`config.mk`:
```
export PLATFORM = sky130hd
export DESIGN_NAME = byte_stack_cpu
export DESIGN_NICKNAME = d
export VERILOG_FILES = /design/src/rtl/byte_cpu_pkg.sv /design/src/rtl/byte_cpu_mem.sv /design/src/rtl/byte_cpu_regfile.sv /design/src/rtl/byte_cpu_alu.sv /design/src/rtl/byte_stack_cpu.sv
export SDC_FILE = /design/constraint.sdc
export NUM_CORES = 2
export LEC_CHECK = 0
export CAP_MARGIN = 20
export CORE_AREA = 10 10 618 620
export DETAILED_ROUTE_END_ITERATION = 10
export DIE_AREA = 0 0 628 630
export DONT_BUFFER_PORTS = 1
export GPL_ROUTABILITY_DRIVEN = 0
export PLACE_DENSITY_LB_ADDON = 0.15
export SLEW_MARGIN = 20
export SYNTH_ARGS = -nofsm -noshare
export SYNTH_HDL_FRONTEND = slang
export SYNTH_SLANG_ARGS = --single-unit
```
`constraint.sdc`:
```
create_clock -name clk -period 50.2 [get_ports clk]
set_input_delay 15.06 -clock clk [delete_from_list [all_inputs] [get_ports clk]]
set_output_delay 15.06 -clock clk [all_outputs]
set_load 0.005 [all_outputs]
```
`src/rtl/byte_cpu_pkg.sv`:
```
package byte_cpu_pkg;

    localparam int DW       = 8;
    localparam int AW       = 8;
    localparam int NREG     = 8;
    localparam int RIDX_W   = $clog2(NREG);
    localparam int SP_IDX   = 7;
    localparam logic [DW-1:0] SP_INIT = 8'hF4;

    localparam logic [7:0] OP_STOP  = 8'h01;
    localparam logic [7:0] OP_LOADI = 8'h82;
    localparam logic [7:0] OP_SHOW  = 8'h47;
    localparam logic [7:0] OP_MUL   = 8'hA2;
    localparam logic [7:0] OP_ADD   = 8'hA0;
    localparam logic [7:0] OP_CMP   = 8'hA7;
    localparam logic [7:0] OP_PUSH  = 8'h45;
    localparam logic [7:0] OP_POP   = 8'h46;
    localparam logic [7:0] OP_CALL  = 8'h50;
    localparam logic [7:0] OP_RET   = 8'h11;
    localparam logic [7:0] OP_JUMP  = 8'h54;
    localparam logic [7:0] OP_JEQ   = 8'h55;
    localparam logic [7:0] OP_JNE   = 8'h56;

    typedef enum logic [2:0] {
        ST_FETCH = 3'd0,
        ST_OPA   = 3'd1,
        ST_OPB   = 3'd2,
        ST_EXEC  = 3'd3,
        ST_HALT  = 3'd4
    } state_e;

    typedef enum logic [1:0] {
        ALU_ADD = 2'd0,
        ALU_MUL = 2'd1,
        ALU_CMP = 2'd2
    } alu_op_e;

    typedef struct packed {
        logic less;
        logic greater;
        logic equal;
    } flags_t;

    function automatic logic [1:0] operand_count(input logic [7:0] op);
        return op[7:6];
    endfunction

    function automatic logic known_opcode(input logic [7:0] op);
        case (op)
            OP_STOP, OP_LOADI, OP_SHOW, OP_MUL, OP_ADD, OP_CMP, OP_PUSH,
            OP_POP, OP_CALL, OP_RET, OP_JUMP, OP_JEQ, OP_JNE: return 1'b1;
            default: return 1'b0;
        endcase
    endfunction

    function automatic alu_op_e alu_select(input logic [7:0] op);
        case (op)
            OP_MUL:  return ALU_MUL;
            OP_CMP:  return ALU_CMP;
            default: return ALU_ADD;
        endcase
    endfunction

endpackage

```
`src/rtl/byte_cpu_mem.sv`:
```
module byte_cpu_mem #(
    parameter int AW = 8,
    parameter int DW = 8
) (
    input  logic          clk,
    input  logic          we,
    input  logic [AW-1:0] waddr,
    input  logic [DW-1:0] wdata,
    input  logic [AW-1:0] raddr,
    output logic [DW-1:0] rdata
);
    localparam int DEPTH = 1 << AW;

    logic [DW-1:0] store [DEPTH];

    always_ff @(posedge clk) begin
        if (we) store[waddr] <= wdata;
    end

    assign rdata = store[raddr];

endmodule

```
`src/rtl/byte_cpu_regfile.sv`:
```
module byte_cpu_regfile #(
    parameter int            NREG    = 8,
    parameter int            DW      = 8,
    parameter int            SP_IDX  = 7,
    parameter logic [DW-1:0] SP_INIT = 8'hF4
) (
    input  logic                    clk,
    input  logic                    rst,
    input  logic [$clog2(NREG)-1:0] ra_idx,
    input  logic [$clog2(NREG)-1:0] rb_idx,
    output logic [DW-1:0]           ra_data,
    output logic [DW-1:0]           rb_data,
    input  logic                    we,
    input  logic [$clog2(NREG)-1:0] wr_idx,
    input  logic [DW-1:0]           wr_data,
    input  logic                    sp_we,
    input  logic [DW-1:0]           sp_wdata,
    output logic [DW-1:0]           sp
);
    logic [DW-1:0] regs [NREG];

    // Stack update first, general write second: a write to the stack
    // register through the general port takes precedence.
    always_ff @(posedge clk) begin
        if (rst) begin
            for (int i = 0; i < NREG; i++) begin
                regs[i] <= (i == SP_IDX) ? SP_INIT : '0;
            end
        end else begin
            if (sp_we) regs[SP_IDX] <= sp_wdata;
            if (we)    regs[wr_idx] <= wr_data;
        end
    end

    assign ra_data = regs[ra_idx];
    assign rb_data = regs[rb_idx];
    assign sp      = regs[SP_IDX];

endmodule

```
`src/rtl/byte_cpu_alu.sv`:
```
module byte_cpu_alu
    import byte_cpu_pkg::*;
#(
    parameter int W = 8
) (
    input  alu_op_e        op,
    input  logic [W-1:0]   a,
    input  logic [W-1:0]   b,
    output logic [W-1:0]   result,
    output flags_t         cmp
);
    logic [2*W-1:0] product;

    assign product = a * b;

    always_comb begin
        case (op)
            ALU_MUL: result = product[W-1:0];
            ALU_ADD: result = a + b;
            default: result = a;
        endcase
        cmp.less    = (a < b);
        cmp.greater = (a > b);
        cmp.equal   = (a == b);
    end

endmodule

```
`src/rtl/byte_stack_cpu.sv`:
```
module byte_stack_cpu
    import byte_cpu_pkg::*;
(
    input  logic          clk,
    input  logic          rst,
    input  logic          load_we,
    input  logic [AW-1:0] load_addr,
    input  logic [DW-1:0] load_data,
    output logic          print_valid,
    output logic [DW-1:0] print_data,
    output logic          halted,
    output logic          illegal,
    output logic [2:0]    cmp_flags
);
    state_e               state;
    logic [AW-1:0]        pc, pc_next;
    logic [DW-1:0]        ir, opa, opb;
    flags_t               flags;

    logic [RIDX_W-1:0]    ra_idx, rb_idx;
    logic [DW-1:0]        ra_data, rb_data, sp;
    logic                 rf_we, sp_we;
    logic [DW-1:0]        rf_wdata, sp_wdata;

    logic [AW-1:0]        mem_raddr, mem_waddr, core_waddr;
    logic [DW-1:0]        mem_rdata, mem_wdata, core_wdata;
    logic                 mem_we, core_we;

    alu_op_e              alu_op;
    logic [DW-1:0]        alu_res;
    flags_t               alu_flags;

    logic                 in_exec, do_print, do_stop, set_flags;
    logic                 unused_opbits;

    assign in_exec       = (state == ST_EXEC);
    assign ra_idx        = opa[RIDX_W-1:0];
    assign rb_idx        = opb[RIDX_W-1:0];
    assign alu_op        = alu_select(ir);
    assign unused_opbits = ^{opa[DW-1:RIDX_W], opb[DW-1:RIDX_W]};

    // Memory address for the single read port, per phase
    always_comb begin
        case (state)
            ST_FETCH: mem_raddr = pc;
            ST_OPA:   mem_raddr = pc + AW'(1);
            ST_OPB:   mem_raddr = pc + AW'(2);
            default:  mem_raddr = sp;
        endcase
    end

    // Host owns the write port during reset, the core otherwise
    assign mem_we    = rst ? load_we   : core_we;
    assign mem_waddr = rst ? load_addr : core_waddr;
    assign mem_wdata = rst ? load_data : core_wdata;

    // Execute-phase decode
    always_comb begin
        pc_next    = pc + AW'(1) + AW'(operand_count(ir));
        rf_we      = 1'b0;
        rf_wdata   = alu_res;
        sp_we      = 1'b0;
        sp_wdata   = sp;
        core_we    = 1'b0;
        core_waddr = sp - AW'(1);
        core_wdata = ra_data;
        do_print   = 1'b0;
        do_stop    = 1'b0;
        set_flags  = 1'b0;
        if (in_exec) begin
            case (ir)
                OP_LOADI: begin
                    rf_we    = 1'b1;
                    rf_wdata = opb;
                end
                OP_ADD, OP_MUL: rf_we = 1'b1;
                OP_CMP:  set_flags = 1'b1;
                OP_SHOW: do_print  = 1'b1;
                OP_PUSH: begin
                    sp_we    = 1'b1;
                    sp_wdata = sp - DW'(1);
                    core_we  = 1'b1;
                end
                OP_POP: begin
                    rf_we    = 1'b1;
                    rf_wdata = mem_rdata;
                    sp_we    = 1'b1;
                    sp_wdata = sp + DW'(1);
                end
                OP_CALL: begin
                    sp_we      = 1'b1;
                    sp_wdata   = sp - DW'(1);
                    core_we    = 1'b1;
                    core_wdata = pc + AW'(2);
                    pc_next    = ra_data;
                end
                OP_RET: begin
                    pc_next  = mem_rdata;
                    sp_we    = 1'b1;
                    sp_wdata = sp + DW'(1);
                end
                OP_JUMP: pc_next = ra_data;
                OP_JEQ:  if (flags.equal)  pc_next = ra_data;
                OP_JNE:  if (!flags.equal) pc_next = ra_data;
                OP_STOP: do_stop = 1'b1;
                default: do_stop = 1'b1;
            endcase
        end
    end

    byte_cpu_mem #(.AW(AW), .DW(DW)) u_mem (
        .clk   (clk),
        .we    (mem_we),
        .waddr (mem_waddr),
        .wdata (mem_wdata),
        .raddr (mem_raddr),
        .rdata (mem_rdata)
    );

    byte_cpu_regfile #(.NREG(NREG), .DW(DW), .SP_IDX(SP_IDX), .SP_INIT(SP_INIT)) u_regs (
        .clk      (clk),
        .rst      (rst),
        .ra_idx   (ra_idx),
        .rb_idx   (rb_idx),
        .ra_data  (ra_data),
        .rb_data  (rb_data),
        .we       (rf_we),
        .wr_idx   (ra_idx),
        .wr_data  (rf_wdata),
        .sp_we    (sp_we),
        .sp_wdata (sp_wdata),
        .sp       (sp)
    );

    byte_cpu_alu #(.W(DW)) u_alu (
        .op     (alu_op),
        .a      (ra_data),
        .b      (rb_data),
        .result (alu_res),
        .cmp    (alu_flags)
    );

    // Sequencer
    always_ff @(posedge clk) begin
        if (rst) begin
            state       <= ST_FETCH;
            pc          <= '0;
            ir          <= '0;
            opa         <= '0;
            opb         <= '0;
            flags       <= '0;
            halted      <= 1'b0;
            illegal     <= 1'b0;
            print_valid <= 1'b0;
            print_data  <= '0;
        end else begin
            print_valid <= 1'b0;
            case (state)
                ST_FETCH: begin
                    ir    <= mem_rdata;
                    state <= ST_OPA;
                end
                ST_OPA: begin
                    if (!known_opcode(ir)) begin
                        illegal <= 1'b1;
                        halted  <= 1'b1;
                        state   <= ST_HALT;
                    end else begin
                        opa   <= mem_rdata;
                        state <= (operand_count(ir) == 2'd2) ? ST_OPB : ST_EXEC;
                    end
                end
                ST_OPB: begin
                    opb   <= mem_rdata;
                    state <= ST_EXEC;
                end
                ST_EXEC: begin
                    pc <= pc_next;
                    if (set_flags) flags <= alu_flags;
                    if (do_print) begin
                        print_valid <= 1'b1;
                        print_data  <= ra_data;
                    end
                    if (do_stop) begin
                        halted <= 1'b1;
                        state  <= ST_HALT;
                    end else begin
                        state <= ST_FETCH;
                    end
                end
                default: state <= ST_HALT;
            endcase
        end
    end

    assign cmp_flags = {flags.less, flags.greater, flags.equal};

    // a print strobe never lasts two cycles
    p_print_single_r3: assert property (@(posedge clk) disable iff (rst)
        print_valid |=> !print_valid);

    // at most one compare flag is ever set
    p_flags_onehot_r5: assert property (@(posedge clk) disable iff (rst)
        $onehot0(cmp_flags));

    // a push moves the stack pointer down by one
    p_push_sp_r6: assert property (@(posedge clk) disable iff (rst)
        (in_exec && ir == OP_PUSH) |=> (sp == $past(sp) - DW'(1)));

    // a call continues at the register value
    p_call_target_r7: assert property (@(posedge clk) disable iff (rst)
        (in_exec && ir == OP_CALL) |=> (pc == $past(ra_data)));

    // halted is held until reset
    p_halt_sticky_r9: assert property (@(posedge clk) disable iff (rst)
        halted |=> halted);

    // nothing is printed once halted
    p_no_print_halted_r9: assert property (@(posedge clk) disable iff (rst)
        halted |-> !print_valid);

    // an illegal opcode always stops the core
    p_illegal_halts_r10: assert property (@(posedge clk) disable iff (rst)
        illegal |-> halted);

endmodule

```
==> results.ini <==
[status]
outcome = finished clean

[yosys]
ys_top_cells_by_area = edfxtp_1, nand2_1, a211oi_1
synth.cell_area_um2 = 92000
synthCells = 6929
synth-seq-cells = 2162
netlist.top_cell.by_area = edfxtp_1
async_flop_share_pct = 0
yosysWarnings = 0
seq_area_frac_synth_pct = 70.1
synth_cell_type_count = 107
synth_edf_count = 2112
avgSynthCellArea_um2 = 13.3
yosys_most_used_dff = edfxtp_1
netlist.area_leader.share_pct = 69.0
synth_nets = 6999

[detailed_routing]
drt_wl_total_um = 379000
routed_via_density = 5.15
drtPass1Iterations = 6
drt-initial-drc-count = 6322
ant_nets = 0
drc = 0
post_drt_wl_per_cell_um = 31.5
via_count = 61900

[placement]
port_buffers = 0
dp.cells = 11600
place_ws_ns = 31.19
post-dp-hpwl_um = 232000
place_area_um2 = 97100

[global_route]
grt_pass1_wl_um = 519000
grt-ovfl-total = 0
track_usage_pct = 18.2
grt_max_degree = 129
antenna_found_initial = 23
grt_pass1_vias = 61000

[pwr]
ir_drop_v = 0.0000308
powerDensity_nw_per_um2 = 50.5
leakage_nw = 33.5
power.total_mw = 5.29

[setup_path]
worst_setup_path_end_kind = flop
critPathLaunchType = primary input
cp_data_required_time_ns = 50.72
arrival_ns = 18.76
crit_type = in2reg
cp_max_fo = 96

[layout]
layout_common_cells = edfxtp_1, nand2_1, nand3_1, nor2_1, a211oi_1
drive_gt1_share_pct = 9.73
nFillCells = 37600
syn_to_final_growth_pct = 13.8
final_common_cell = edfxtp_1
final_nets = 6925
fin_area_um2 = 105000
final_cells = 12000
final_util_pct = 28.4

[clock_tree]
postCtsHoldBufs = 0
numCtsBuffers = 241
clk_latency_ns = 0.95
clk_path_buf_depth = 4
clk_pin_slew_ns = 0.06
ctsHtreeMaxLevel = 4
cts_setup_buffers = 0
cts_resized = 0
cts_tree = done
numClockSinks = 2162
clock-root-buffer = clkbuf_16

[sta]
setup_viol = 0
relSlewSlack_pct = 16.8
rsz0062_at_grt = no
finalMaxSlewViolations = 0
fin_crit_ns = 18.24
post-route-period-util_pct = 36.3
fin_skew_ns = 0.0634
worst_slack_ns = 31.96
fmax_ghz = 0.0548
hold_viol = 0
whs_ns = 0.479
fin_setup_tns_ns = 0
tightest_slew_ns = 1.22

[die]
dieArea_um2 = 396000
rows = 223
ioPinCount = 33
core_area_um2 = 369000
die_h_um = 630
fp.dieW_um = 628
start_util_pct = 24.9

[hold_path]
hold_class = reg2reg

[flow_run]
maxCapViolations = 0

[cell usage after synthesis (115+ instances only)]
library cell and instances:
buf_2 189, nand3_1 407, a311oi_1 136, edfxtp_1 2112
nand2_1 1423, nor2_1 404, buf_4 115, a31oi_1 235
and3_1 330, a211oi_1 362, a21oi_1 129, clkbuf_1 132
[cell families after synthesis]
kind of cell               count (synthesis)  share of synthesized area [%]
AOI/OAI and AO/OA                       1206                           9.42
xor gates and xnor gates                  51                          0.494
adders and majority gates                 52                          0.819
buffers and inverters                    568                           3.56
DFF                                     2162                           70.1
muxes                                    125                           2.20
and+or+nand+nor                         2765                           13.5
[flip-flops by register name, indices dropped and copies added (netlist names), named ones only]
signal       count
u_mem.store   2048
u_regs.regs     64
ir               8
opb              8
pc               8
print_data       8
cmp_flags        3
opa              3
state            3
halted           1
illegal          1
print_valid      1
[path summary, 6_finish.rpt]
kind / from / slack (ns) / cells past startpoint / end
hold / removal: opb[2] / 0.48 / 2 / opb[2]
hold reg to reg: opb[2] / 0.48 / 2 / opb[2]
setup / recovery: rst / 31.96 / 7 / u_mem.store[191][6]
setup reg to reg: state[0] / 42.24 / 15 / u_regs.regs[1][0]
[layout make-up]
type / count / area, um2 / share of cell area [%]
clock buffers: 292 / 6260 / 5.99
inverters: 56 / 210 / 0.201
multi-input cells: 4199 / 24600 / 23.5
well taps: 4950 / 6190 / 5.92
diodes: 14 / 35.0 / 0.0335
clock inverters: 149 / 1270 / 1.22
repair buffers: 195 / 1650 / 1.58
flip-flops and latches: 2162 / 64400 / 61.6
[report_power, final]
| group | switching, mW | internal, mW |
|---|---|---|
| Combinational | 1.17 | 0.334 |
| Sequential | 0.0145 | 2.03 |
| Clock | 0.753 | 0.984 |
| Total | 1.94 | 3.35 |
[layer usage]
layer	share of wire (%)	up-vias	global-route usage (%)
met5	0.014	-	0
met4	2.9	8	4.89
met3	7.4	505	3.67
met2	46	2529	29.0
met1	44	32600	25.4
li1	-	26200	-
[worst max-delay path: stages]
cell,delay (ns)
or3_1,0.43
nor3_1,0.70
a32oi_1,0.20
nor2_1,0.50
nand2_2,0.61
buf_4,0.52
nor2_1,0.64
(Power assumes the default switching activity.)
